File: config.mk
export PLATFORM = sky130hd
export DESIGN_NAME = irqx_expander
export DESIGN_NICKNAME = d
export VERILOG_FILES = /design/src/rtl/irqx_pkg.sv /design/src/rtl/irqx_prio.sv /design/src/rtl/irqx_group.sv /design/src/rtl/irqx_cpu.sv /design/src/rtl/irqx_expander.sv
export SDC_FILE = /design/constraint.sdc
export NUM_CORES = 1
export LEC_CHECK = 0
export BUFFER_PORTS_ARGS = -buffer_cell sky130_fd_sc_hd__buf_2
export CAP_MARGIN = 20
export CORE_ASPECT_RATIO = 0.7
export CORE_MARGIN = 2
export CORE_UTILIZATION = 35
export DETAILED_ROUTE_END_ITERATION = 6
export HOLD_SLACK_MARGIN = 0.08
export REMOVE_ABC_BUFFERS = 1
export SLEW_MARGIN = 20
export SYNTH_ARGS = -nofsm -noshare
export SYNTH_HDL_FRONTEND = slang
export SYNTH_SLANG_ARGS = --single-unit
File: constraint.sdc
create_clock -name clk -period 5.8 [get_ports clk]
set_clock_uncertainty 0.1 [all_clocks]
set_input_delay 0.87 -clock clk [delete_from_list [all_inputs] [get_ports clk]]
set_output_delay 0.87 -clock clk [all_outputs]
set_load 0.01 [all_outputs]
File: src/rtl/irqx_pkg.sv
package irqx_pkg;

    localparam int KIND_W = 3;

    typedef enum logic [KIND_W-1:0] {
        K_LINE_EN      = 3'd0,
        K_FLAG_CLR     = 3'd1,
        K_ACK_CLR      = 3'd2,
        K_CPU_EN       = 3'd3,
        K_CPU_FLAG_CLR = 3'd4,
        K_GMASK        = 3'd5
    } wr_kind_e;

endpackage

File: src/rtl/irqx_prio.sv
// Fixed-priority finder: the lowest set index wins.
module irqx_prio #(
    parameter  int N = 8,
    localparam int W = (N > 1) ? $clog2(N) : 1
) (
    input  logic [N-1:0] vec,
    output logic         hit,
    output logic [W-1:0] idx
);

    always_comb begin
        hit = 1'b0;
        idx = '0;
        for (int i = N - 1; i >= 0; i--) begin
            if (vec[i]) begin
                hit = 1'b1;
                idx = W'(i);
            end
        end
    end

endmodule

File: src/rtl/irqx_group.sv
// One group: pending flags, line enables, acknowledge, pulse generation.
module irqx_group #(
    parameter  int LINES = 8,
    localparam int LW    = (LINES > 1) ? $clog2(LINES) : 1
) (
    input  logic             clk,
    input  logic             rst_n,
    input  logic [LINES-1:0] req,
    input  logic             en_wr,
    input  logic             flag_clr,
    input  logic [LINES-1:0] wr_data,
    input  logic             ack_clr,
    input  logic             fetch,
    output logic             pulse,
    output logic             hit,
    output logic [LW-1:0]    line,
    output logic             ack
);

    typedef struct packed {
        logic [LINES-1:0] flag;
        logic [LINES-1:0] en;
        logic             ack;
        logic             req_prev;
    } grp_st_t;

    grp_st_t          st_q, st_d;
    logic [LINES-1:0] live;
    logic [LINES-1:0] clr_vec;
    logic             req_now;

    assign live = st_q.flag & st_q.en;
    assign ack  = st_q.ack;

    irqx_prio #(.N(LINES)) u_prio (
        .vec (live),
        .hit (hit),
        .idx (line)
    );

    always_comb begin
        // group request level and its rising edge
        req_now = (|live) & ~st_q.ack;
        pulse   = req_now & ~st_q.req_prev;

        clr_vec = flag_clr ? wr_data : '0;
        if (fetch && hit) begin
            clr_vec[line] = 1'b1;
        end

        st_d          = st_q;
        // a request wins over any clear in the same cycle
        st_d.flag     = (st_q.flag & ~clr_vec) | req;
        if (en_wr) begin
            st_d.en = wr_data;
        end
        if (fetch) begin
            st_d.ack = 1'b1;
        end else if (ack_clr) begin
            st_d.ack = 1'b0;
        end
        st_d.req_prev = req_now;
    end

    always_ff @(posedge clk) begin
        if (!rst_n) begin
            st_q <= '0;
        end else begin
            st_q <= st_d;
        end
    end

endmodule

File: src/rtl/irqx_cpu.sv
// CPU side: per-group flag latch, per-group enable, global mask, group pick.
module irqx_cpu #(
    parameter  int NG = 12,
    parameter  int DW = 12,
    localparam int GW = (NG > 1) ? $clog2(NG) : 1
) (
    input  logic          clk,
    input  logic          rst_n,
    input  logic [NG-1:0] pulse,
    input  logic          cen_wr,
    input  logic          cflag_clr,
    input  logic          gmask_wr,
    input  logic [DW-1:0] wr_data,
    input  logic          vec_ack,
    output logic          take,
    output logic [GW-1:0] grp,
    output logic          gmask,
    output logic [NG-1:0] fetch_vec
);

    typedef struct packed {
        logic [NG-1:0] cflag;
        logic [NG-1:0] cen;
        logic          gmask;
    } cpu_st_t;

    cpu_st_t       st_q, st_d;
    logic [NG-1:0] ready;
    logic [NG-1:0] sw_clr;
    logic          any_ready;
    logic          accept;

    assign ready = st_q.cflag & st_q.cen;
    assign gmask = st_q.gmask;

    irqx_prio #(.N(NG)) u_prio (
        .vec (ready),
        .hit (any_ready),
        .idx (grp)
    );

    always_comb begin
        take      = any_ready & ~st_q.gmask;
        accept    = take & vec_ack;
        fetch_vec = '0;
        if (accept) begin
            fetch_vec[grp] = 1'b1;
        end
        sw_clr = cflag_clr ? wr_data[NG-1:0] : '0;

        st_d       = st_q;
        st_d.cflag = (st_q.cflag & ~sw_clr & ~fetch_vec) | pulse;
        if (cen_wr) begin
            st_d.cen = wr_data[NG-1:0];
        end
        if (accept) begin
            st_d.gmask = 1'b1;
        end else if (gmask_wr) begin
            st_d.gmask = wr_data[0];
        end
    end

    always_ff @(posedge clk) begin
        if (!rst_n) begin
            st_q <= '{cflag: '0, cen: '0, gmask: 1'b1};
        end else begin
            st_q <= st_d;
        end
    end

endmodule

File: src/rtl/irqx_expander.sv
module irqx_expander
    import irqx_pkg::*;
#(
    parameter  int NUM_GROUPS = 12,
    parameter  int GRP_LINES  = 8,
    localparam int GW = (NUM_GROUPS > 1) ? $clog2(NUM_GROUPS) : 1,
    localparam int LW = (GRP_LINES > 1) ? $clog2(GRP_LINES) : 1,
    localparam int DW = (NUM_GROUPS > GRP_LINES) ? NUM_GROUPS : GRP_LINES,
    localparam int AW = KIND_W + GW
) (
    input  logic                            clk,
    input  logic                            rst_n,
    input  logic [NUM_GROUPS*GRP_LINES-1:0] irq_req,
    input  logic                            wr_en,
    input  logic [AW-1:0]                   wr_addr,
    input  logic [DW-1:0]                   wr_data,
    input  logic                            vec_ack,
    output logic                            irq_take,
    output logic [GW-1:0]                   irq_group,
    output logic [LW-1:0]                   irq_line,
    output logic                            irq_hit
);

    wr_kind_e                kind;
    logic [GW-1:0]           wgrp;
    logic [NUM_GROUPS-1:0]   grp_pulse;
    logic [NUM_GROUPS-1:0]   grp_ack;
    logic [NUM_GROUPS-1:0]   grp_hit;
    logic [NUM_GROUPS-1:0]   fetch_vec;
    logic [LW-1:0]           grp_line [NUM_GROUPS];
    logic                    gmask_w;

    assign kind = wr_kind_e'(wr_addr[AW-1:GW]);
    assign wgrp = wr_addr[GW-1:0];

    for (genvar g = 0; g < NUM_GROUPS; g++) begin : g_grp
        irqx_group #(.LINES(GRP_LINES)) u_grp (
            .clk      (clk),
            .rst_n    (rst_n),
            .req      (irq_req[g*GRP_LINES +: GRP_LINES]),
            .en_wr    (wr_en && kind == K_LINE_EN && wgrp == GW'(g)),
            .flag_clr (wr_en && kind == K_FLAG_CLR && wgrp == GW'(g)),
            .wr_data  (wr_data[GRP_LINES-1:0]),
            .ack_clr  (wr_en && kind == K_ACK_CLR && wr_data[g]),
            .fetch    (fetch_vec[g]),
            .pulse    (grp_pulse[g]),
            .hit      (grp_hit[g]),
            .line     (grp_line[g]),
            .ack      (grp_ack[g])
        );
    end

    irqx_cpu #(.NG(NUM_GROUPS), .DW(DW)) u_cpu (
        .clk       (clk),
        .rst_n     (rst_n),
        .pulse     (grp_pulse),
        .cen_wr    (wr_en && kind == K_CPU_EN),
        .cflag_clr (wr_en && kind == K_CPU_FLAG_CLR),
        .gmask_wr  (wr_en && kind == K_GMASK),
        .wr_data   (wr_data),
        .vec_ack   (vec_ack),
        .take      (irq_take),
        .grp       (irq_group),
        .gmask     (gmask_w),
        .fetch_vec (fetch_vec)
    );

    assign irq_line = grp_line[irq_group];
    assign irq_hit  = irq_take & grp_hit[irq_group];

endmodule

# ---- After elaboration in Yosys (flattened, before gate mapping)
# Cells that the tools add are included.
dict set report totals {
  out_inout_bits 9
  in_bits 119
  regBits 241
  wordCells 605
}
dict set report classes {
  mux 297
  reduce_logical 94
  n_bitwise 120
  magnitude_cmp 27
  n_eq_ne 16
}
# op count
set ops {}
lappend ops {{$mux W3} 98}
lappend ops {{$and A8 B8 Y8} 24}
lappend ops {{$mux W8} 24}
lappend ops {{$or A8 B8 Y8} 24}
lappend ops {{$mux W1} 146}
lappend ops {{$not A8 Y8} 12}
lappend ops {{$reduce_or A8 Y1} 12}
lappend ops {{$logic_and A1 B1 Y1} 67}
lappend ops {{$lt A3 B4 Y1 const B} 12}
lappend ops {{$mux W4} 12}
lappend ops {{$and A12 B12 Y12} 3}
lappend ops {{$demux W1 S3} 12}
lappend ops {{$ge A3 B1 Y1 const B} 12}
lappend ops {{$and A1 B1 Y1} 27}
lappend ops {{$not A1 Y1} 26}
lappend ops {{$mux W12} 2}
lappend ops {{$not A12 Y12} 2}
lappend ops {{$reduce_bool A2 Y1} 12}
lappend ops {{$eq A4 B3 Y1 const B} 4}
lappend ops {{$eq A4 B4 Y1 const B} 4}
lappend ops {{$bmux W3 S4} 1}
lappend ops {{$or A12 B12 Y12} 1}
lappend ops {{$eq A4 B2 Y1 const B} 2}
lappend ops {{$eq A3 B2 Y1 const B} 2}
lappend ops {{other kinds (12)} 13}

# ---- Longest topological paths before layout
# Gate-level depths: netlist of the first run.
dict set report logic_depth {
  word_depth 23
  ltp_mapped 10
  mapped_depth_nobuf 8
}

# ---- Cells and area by module
# Synthesis of the first run repeated with hierarchy kept, for this count alone.
dict set report hier_totals {
  cells_unflattened 1483
  hier_area_um2 13183.9
}
# module seq_area_each_um2 cells_each area_per_inst_um2 n_inst
set modules_own_cells {}
lappend modules_own_cells {irqx_group 360.3 89 844.6 12}
lappend modules_own_cells {irqx_cpu 500.5 139 1223.7 1}
lappend modules_own_cells {{irqx_prio at g_grp[0].u_grp.u_prio ...} 0.0 13 80.1 12}
lappend modules_own_cells {irqx_expander 0.0 98 735.7 1}
lappend modules_own_cells {{irqx_prio at u_cpu.u_prio} 0.0 22 128.9 1}

# ---- Worst setup path before layout of the first run
# Ideal clock, no wire load.
dict set report synth_path {
  kind {register to output}
  start {register u_cpu.st_q[17] in the netlist's numbering}
  end {output irq_hit}
  path_stages_with_launch 9
  slack_ps 2934
  n_path_buf 0
  arrival_ps 1896
  required_time_ps 4830
  cell_sequence {dfxtp_1 a22oi_2 nand2_1 o2111ai_2 nand2_4 inv_1 a31oi_1 a32o_1 o32ai_1}
}
dict set report synth_between {
  elab_chain_cells 9
  elab_cells_between_ends 15
  classes_between {mux (12); bitwise (3)}
}
# element line
set synth_lines {}
lappend synth_lines {{start: declaration} irqx_cpu.sv:27} ;# cpu_st_t st_q, st_d;
lappend synth_lines {{start signal: assignment} irqx_cpu.sv:65} ;# st_q <= '{cflag: '0, cen: '0, gmask: 1'b1};
lappend synth_lines {{start signal: assignment} irqx_cpu.sv:67} ;# st_q <= st_d;
lappend synth_lines {{$and A12 B12 Y12 (*)} irqx_cpu.sv:33} ;# assign ready = st_q.cflag & st_q.cen;
lappend synth_lines {{$mux W4 (5 in series)} irqx_prio.sv:15} ;# if (vec[i]) begin
lappend synth_lines {{$bmux W1 S4} irqx_expander.sv:69} ;# assign irq_hit = irq_take & grp_hit[irq_group];
lappend synth_lines {{$mux W1 (not written as such)} irqx_expander.sv:69}
lappend synth_lines {{$and A1 B1 Y1 (*)} irqx_expander.sv:69}
lappend synth_lines {{end: declaration} irqx_expander.sv:21} ;# output logic irq_hit
# Every way passes the cells marked *; elsewhere a longest branch is shown, timed or not. The select of a mux whose other input is x is not followed.

# ---- Final worst setup path of the first run
# Ends and elaborated chain as after synthesis.

==> flow_summary_export.csv, run 1 <==
group,metric,value,unit
global_routing,grt_first_pass_wirelength,62560,microns
clocking,worstSkewPairLatency,0.55,ns
clocking,clk_pin_slew_worst_paths,0.06,ns
critical_path,setup.worst_path.end_class,"output pin",
timing,setup_ws,1.441,ns
route,initialDrtViolationCount,1224,
timing,totalNegativeSetupSlack,0,ns
timing,worstMarginPinSlew,1.158,ns
route,routed_wirelength,40230,microns
synthesis,synth-simple-area-share,0.2582,
route,routed_wire_length_per_instance,19.72,microns
synthesis,synth_async_sr_flop_share,0,
clocking,cts.repair_timing.setup_buffer_count,0,
synthesis,synth.yosys.warnings,0,
global_routing,grt_antenna_before_repair,0,
cells_and_area,final_layout_size_suffix_gt1_frac,0.1252,
critical_path,critPathMaxFanout,17,
critical_path,setup.worst_path.class,"reg2out",
global_routing,grt_start_max_net_pins,81,
cells_and_area,num-nets-final,1705,
run,max_cap_viol_count,0,
floorplan,die-area,35070,sq um
clocking,cts_buffers,25,
floorplan,floorplan.initialDensity,0.3529,
critical_path,reg2reg_setup_slack,2.83,ns
clocking,cts_root_buffer,"clkbuf_16",
synthesis,synthesized_area_fraction_occupied_by_adder_cells,0,
synthesis,synthFlopType,"dfxtp_1",
cells_and_area,finalInstanceArea,13520,sq um
global_routing,grt_pass1_vias,10820,
route,num_vias,11540,
timing,finalSetupViolCount,0,
status,outcome,"finished, final reports clean",
power_and_ir_drop,power,3.622,mW
synthesis,synthesis.area_per_instance,7.836,sq um
timing,fin_worst_hold_slack,0.3144,ns
critical_path,path_buf_inv,2,
floorplan,coreArea,33280,sq um
global_routing,grt_overflow,0,
route,post_drt_antenna_nets,0,
placed_design,dpl.hpwl,27940,microns
floorplan,fp.dieW,223.0,microns
floorplan,std_cell_rows,56,
route,drt_first_pass_iters,5,
clocking,cts-hold-fix-buffers,0,
critical_path,cpMaxStageDelayCell,"o32ai_1",
synthesis,post-synth-top-area-cell,"dfxtp_1",
route,vias_per_cell,5.657,
floorplan,die_height,157.3,microns
critical_path,critPathTopFamily,"compound AO/OA/AOI/OAI gates",
synthesis,ys_seq_area_frac,0.4107,
clocking,h_tree_depth,1,
synthesis,xor_xnor_cell_area_share_of_the_yosys_netlist,0,
power_and_ir_drop,p_per_area,268.0,nW/um^2
synthesis,synth_largest_type_area_fraction,0.4107,
placed_design,dpl-instance-area,12690,sq um
timing,timing.final.max_slew_violations,0,
synthesis,count_of_flip_flops_with_a_built_in_enable_after_synthesis,0,
timing,timing.fmax,0.2294,GHz
worst_hold_path,min-delay-path-class,"reg2reg",
placed_design,port_buffers,127,
timing,rsz0062_at_grt,"no",
cells_and_area,utilization,0.4061,
clocking,postCtsResizedCells,0,
critical_path,cp-start-kind,"register",
synthesis,synth_top_family_by_area,"simple AND/OR/NAND/NOR gates",
timing,final_min_period_over_clock_period,0.7516,
critical_path,path_cells,"a22oi_2 > nand2_1 > o2111ai_2 > nand2_4 > inv_1 > a31oi_1 > a32o_1 > o32ai_1 > buf_2",
timing,timing.slew.headroom,0.2261,
floorplan,num_io_pins,128,
route,remaining_drc_errors,0,
placed_design,dp.cells,1994,
clocking,clock_path_buffers,3,
placed_design,pre_cts_slack,2.098,ns
critical_path,worstPathArrival,3.39,ns
synthesis,proportion_of_synthesized_area_in_mux_cells,0.06721,
timing,post-route-min-period,4.359,ns
synthesis,number_of_distinct_library_cell_variants_in_the_gate_level_netlist_after_synthesis,70,
cells_and_area,num-fill-cells,3410,
synthesis,synth.top_cells.by_area,"dfxtp_1, nand2_1, mux2i_1",
synthesis,synth_compound_gate_area_share,0.2273,
power_and_ir_drop,power_leakage,5.620,nW
clocking,cts_tree,"done",
clocking,clock_sinks,241,
synthesis,syn_inst,1499,
cells_and_area,antennaDiodeCount,0,
synthesis,yosysMostFrequentCell,"nand2_1",
cells_and_area,flow.area_growth_from_synthesis,15.06,%
critical_path,cp_data_required_time,4.83,ns
power_and_ir_drop,max-vdd-ir-drop,0.0001538,V
timing,finalHoldViolations,0,
synthesis,synthTopCellsByCount,"nand2_1, dfxtp_1, nor2_1, a21oi_1, mux2i_1",
global_routing,grtUsageTotal,0.2275,
placed_design,routabilityCongestion,0.9213,
cells_and_area,final_cells,2040,
synthesis,postSynthRegisterBits,241,
synthesis,syn_area,11750,sq um
critical_path,cp_slowest_stage_delay,0.50,ns
[layer usage]
layer  global-route usage  wire length [microns]  vias to the layer above
met1               0.3351                  19590                     5502
met4              0.05337                    905                        0
met2               0.3438                  16670                      438
li1                     -                      -                     5547
met3              0.03939                   3053                       54
met5                    0                      0                        -
[registers in the layout (all words and copies together) (netlist names)]
signal            flops
g_grp.u_grp.st_q    204
u_cpu.st_q           24
g_grp.u_grp.ack      12
u_cpu.gmask           1
[power by group]
group / total (mW) / internal (mW) / switching, mW
Sequential: 1.75 / 1.71 / 0.0428
Combinational: 0.232 / 0.0826 / 0.149
Clock: 1.64 / 0.940 / 0.700
Total: 3.62 / 2.73 / 0.892
[layout by cell type (no fill, tap or decap), drive strengths merged, types with 15 or more instances in the layout]
master  instances
a32oi          18
o21ai          18
and2           15
dfxtp         241
mux2i          74
a22o           16
a31oi          30
o21a           38
nor2          146
a22oi          29
nor3           50
nand2         347
buf           134
nand3          70
a21oi         138
clkbuf         37
a211oi         29
a311oi         18
inv            30
[final timing paths]
| check | start | endpoint | depth (start not counted) |
|---|---|---|---|
| setup reg to reg | u_cpu.st_q[23] | g_grp[2].u_grp.st_q[12] | 7 |
| hold reg to reg | g_grp[4].u_grp.st_q[0] | u_cpu.st_q[17] | 1 |
| setup / recovery | u_cpu.st_q[17] | irq_hit | 9 |
| hold / removal | g_grp[4].u_grp.st_q[0] | u_cpu.st_q[17] | 1 |
[worst reg2reg max path, stage by stage, from the launching register on]
cell,delay (ns)
dfxtp_1,0.38
nand2_1,0.07
a32oi_1,0.25
o2111ai_2,0.28
a21oi_2,0.74
nand3_1,0.41
nor3b_1,0.43
a311oi_1,0.14
[final cells by class]
class	count	area, sq um	area share
sequential	241	4825	0.3570
tap	435	544.3	0.04027
multi-input combinational	1154	6504	0.4812
timing repair buffer	134	700.7	0.05184
clock buffer	37	750.7	0.05555
inverter	30	117.6	0.008702
clock inverter	9	73.82	0.005462
[logic make-up after synthesis]
logic type | Yosys count
AND/OR/NAND/NOR | 691
AO/OA/AOI/OAI | 387
flip-flops | 241
buffers and inverters | 104
multiplexers | 76
(Power assumes the default switching activity.)
==> run 2: changes to the inputs <==
==> constraint.sdc (replaced) <==
create_clock -name clk -period 4.26 [get_ports clk]
set_clock_uncertainty 0.1 [all_clocks]
set_input_delay 0.639 -clock clk [delete_from_list [all_inputs] [get_ports clk]]
set_output_delay 0.639 -clock clk [all_outputs]
set_load 0.01 [all_outputs]
==> run 2 against run 1 <==
  * Core utilization is 0.26 points higher
  * Die area stayed put
  * Routed wire length is 0.27% higher
  * Via count is 0.35% higher
  * Flip-flop and latch count stayed put
  * Total power is 38% higher
  * Register-to-register slack worse by 1.5 ns
  * Sequential share of layout area is 0.23 points lower
  * Cell count is 0.64% higher
  * First-iteration DRC count is 25% lower
  * Sequential power is 36% higher
  * Critical path depth stayed put
  * Critical path type unchanged
  * Largest power group unchanged
==> flow_summary_export.csv, run 2 (same netlist as run 1, synthesis figures left out) <==
group,metric,value,unit
power_and_ir_drop,p_per_area,366.2,nW/um^2
timing,post-route-min-period,4.174,ns
placed_design,dpl.hpwl,28610,microns
clocking,clock_path_buffers,3,
power_and_ir_drop,power,4.981,mW
critical_path,cp-start-kind,"register",
critical_path,register_to_register_path_depth,8,
route,vias_per_cell,5.641,
floorplan,coreArea,33280,sq um
cells_and_area,largest-register,"g_grp.u_grp.st_q",
floorplan,floorplan.initialDensity,0.3529,
power_and_ir_drop,clock_power_share,0.458,
power_and_ir_drop,p_switching,1.206,mW
clocking,cts.repair_timing.setup_buffer_count,0,
floorplan,num_io_pins,128,
timing,timing.final.max_slew_violations,0,
route,routed_wire_length_per_instance,19.65,microns
route,routed_wirelength,40330,microns
worst_hold_path,min-delay-path-class,"in2reg",
clocking,postCtsResizedCells,0,
route,remaining_drc_errors,0,
run,max_cap_viol_count,0,
clocking,cts-hold-fix-buffers,0,
power_and_ir_drop,power_leakage,5.681,nW
cells_and_area,flow.area_growth_from_synthesis,15.80,%
clocking,h_tree_depth,1,
clocking,clock_sinks,241,
timing,timing.fmax,0.2396,GHz
timing,rsz0062_at_grt,"no",
global_routing,grt_antenna_before_repair,0,
clocking,worstSkewPairLatency,0.54,ns
global_routing,grt_pass1_vias,10700,
worst_hold_path,hold_path_depth,3,
critical_path,worstSetupPathDepth,9,
floorplan,fp.dieW,223.0,microns
power_and_ir_drop,max-vdd-ir-drop,0.0002509,V
critical_path,worstPathArrival,3.43,ns
cells_and_area,top_library_cells_by_usage_in_the_layout_fill_and_taps_aside,"nand2_1, dfxtp_1, nor2_1",
global_routing,grt_overflow,0,
critical_path,setup.worst_path.class,"reg2out",
status,outcome,"finished, final reports clean",
clocking,cts_root_buffer,"clkbuf_16",
route,num_vias,11580,
placed_design,pre_cts_slack,0.7919,ns
global_routing,grtUsageTotal,0.2262,
timing,finalSetupViolCount,0,
clocking,cts_tree,"done",
timing,final_min_period_over_clock_period,0.9797,
power_and_ir_drop,switching_share,0.2421,
timing,finalHoldViolations,0,
power_and_ir_drop,power_frac_seq,0.478,
global_routing,grt_first_pass_wirelength,62090,microns
cells_and_area,largest_register_ffs,204,
critical_path,cp_slowest_stage_delay,0.51,ns
timing,totalNegativeSetupSlack,0,ns
critical_path,cp_data_required_time,3.52,ns
global_routing,grt_start_max_net_pins,72,
critical_path,path_cells,"a22oi_2 > nand2_1 > o2111ai_2 > nand2_4 > inv_1 > a31oi_1 > a32o_1 > o32ai_1 > buf_2",
timing,setup_ws,0.08630,ns
cells_and_area,utilization,0.4087,
clocking,cts_buffers,25,
cells_and_area,antennaDiodeCount,0,
critical_path,critPathMaxFanout,17,
timing,worstMarginPinSlew,0.9739,ns
cells_and_area,final_layout_size_suffix_gt1_frac,0.1298,
placed_design,routabilityCongestion,0.9508,
floorplan,die-area,35070,sq um
critical_path,path_buf_inv,2,
placed_design,port_buffers,127,
power_and_ir_drop,pwr-share-comb,0.064,
cells_and_area,layout.cells.most_common,"nand2_1",
critical_path,cpMaxStageDelayCell,"inv_1",
floorplan,std_cell_rows,56,
cells_and_area,finalInstanceArea,13600,sq um
route,post_drt_antenna_nets,0,
placed_design,dpl-instance-area,12760,sq um
route,initialDrtViolationCount,924,
power_and_ir_drop,internal_power,3.776,mW
route,drt_first_pass_iters,7,
cells_and_area,num-nets-final,1718,
floorplan,die_height,157.3,microns
clocking,clk_pin_slew_worst_paths,0.06,ns
critical_path,critPathTopFamily,"compound AO/OA/AOI/OAI gates",
critical_path,setup.worst_path.end_class,"output pin",
timing,timing.slew.headroom,0.3494,
-- run 2: cell types whose count changed in the layout (fill, tap and decap cells not counted) --
cell,delta
nor3_1,+1
nor3_2,-1
nor4_1,+1
bufinv_16,+2
buf_4,+14
clkbuf_8,-4
nor4_2,-1
clkbuf_1,+2
buf_12,-1
-- run 2: worst reg2reg max path, stage by stage (launching register included) --
cell and delay, ns:
dfxtp_1 0.35, a22oi_2 0.23, nand2_1 0.09, o2111ai_2 0.36, nand2_4 0.24, inv_1 0.51
nand4_1 0.36, nor2_1 0.42, a311oi_1 0.16
-- run 2: final cells by class --
cell class              count  area, sq um
clock inverters            11        133.9
repair buffers            147        785.8
inverters                  30        117.6
fillers                  3383        19680
flip-flops and latches    241         4825
multi-input cells        1154         6492
clock buffers              35        703.2
well taps                 435        544.3
-- run 2: worst paths after layout --
path	startpoint	end	slack [ns]
worst min-delay path	irq_req[81]	g_grp[10].u_grp.st_q[11]	0.19
worst max register to register	u_cpu.st_q[17]	g_grp[3].u_grp.st_q[17]	1.29
worst min register to register	g_grp[4].u_grp.st_q[0]	u_cpu.st_q[17]	0.33
worst max-delay path	u_cpu.st_q[17]	irq_hit	0.09
-- run 2: power groups by stage --
stage / registers, mW / logic, mW / clock network, mW
4_1_cts: 2.38 / 0.318 / 2.31
5_1_grt: 2.39 / 0.346 / 2.42
3_3_place_gp: 2.43 / 0.310 / 0
2_1_floorplan: 2.41 / 0.136 / 0
3_5_place_dp: 2.43 / 0.317 / 0
6_report: 2.38 / 0.318 / 2.28
-- run 2: routing by layer --
layer	routed length [microns]	track usage	up-vias	part of all wire
met5	0	0	-	0
met4	954	0.06168	0	0.024
met3	3422	0.04032	71	0.085
met2	16810	0.3339	487	0.42
met1	19140	0.3353	5478	0.47
li1	-	-	5545	-
-- run 2: metrics by stage --
step / instances / hold WS, ns
6_report: 2053 / 0.1944
5_1_grt: 2053 / 0.1943
4_1_cts: 2053 / 0.1884
3_5_place_dp: 2007 / 0.3248
3_3_place_gp: 2007 / 0.3188
2_1_floorplan: 1425 / 0.3010
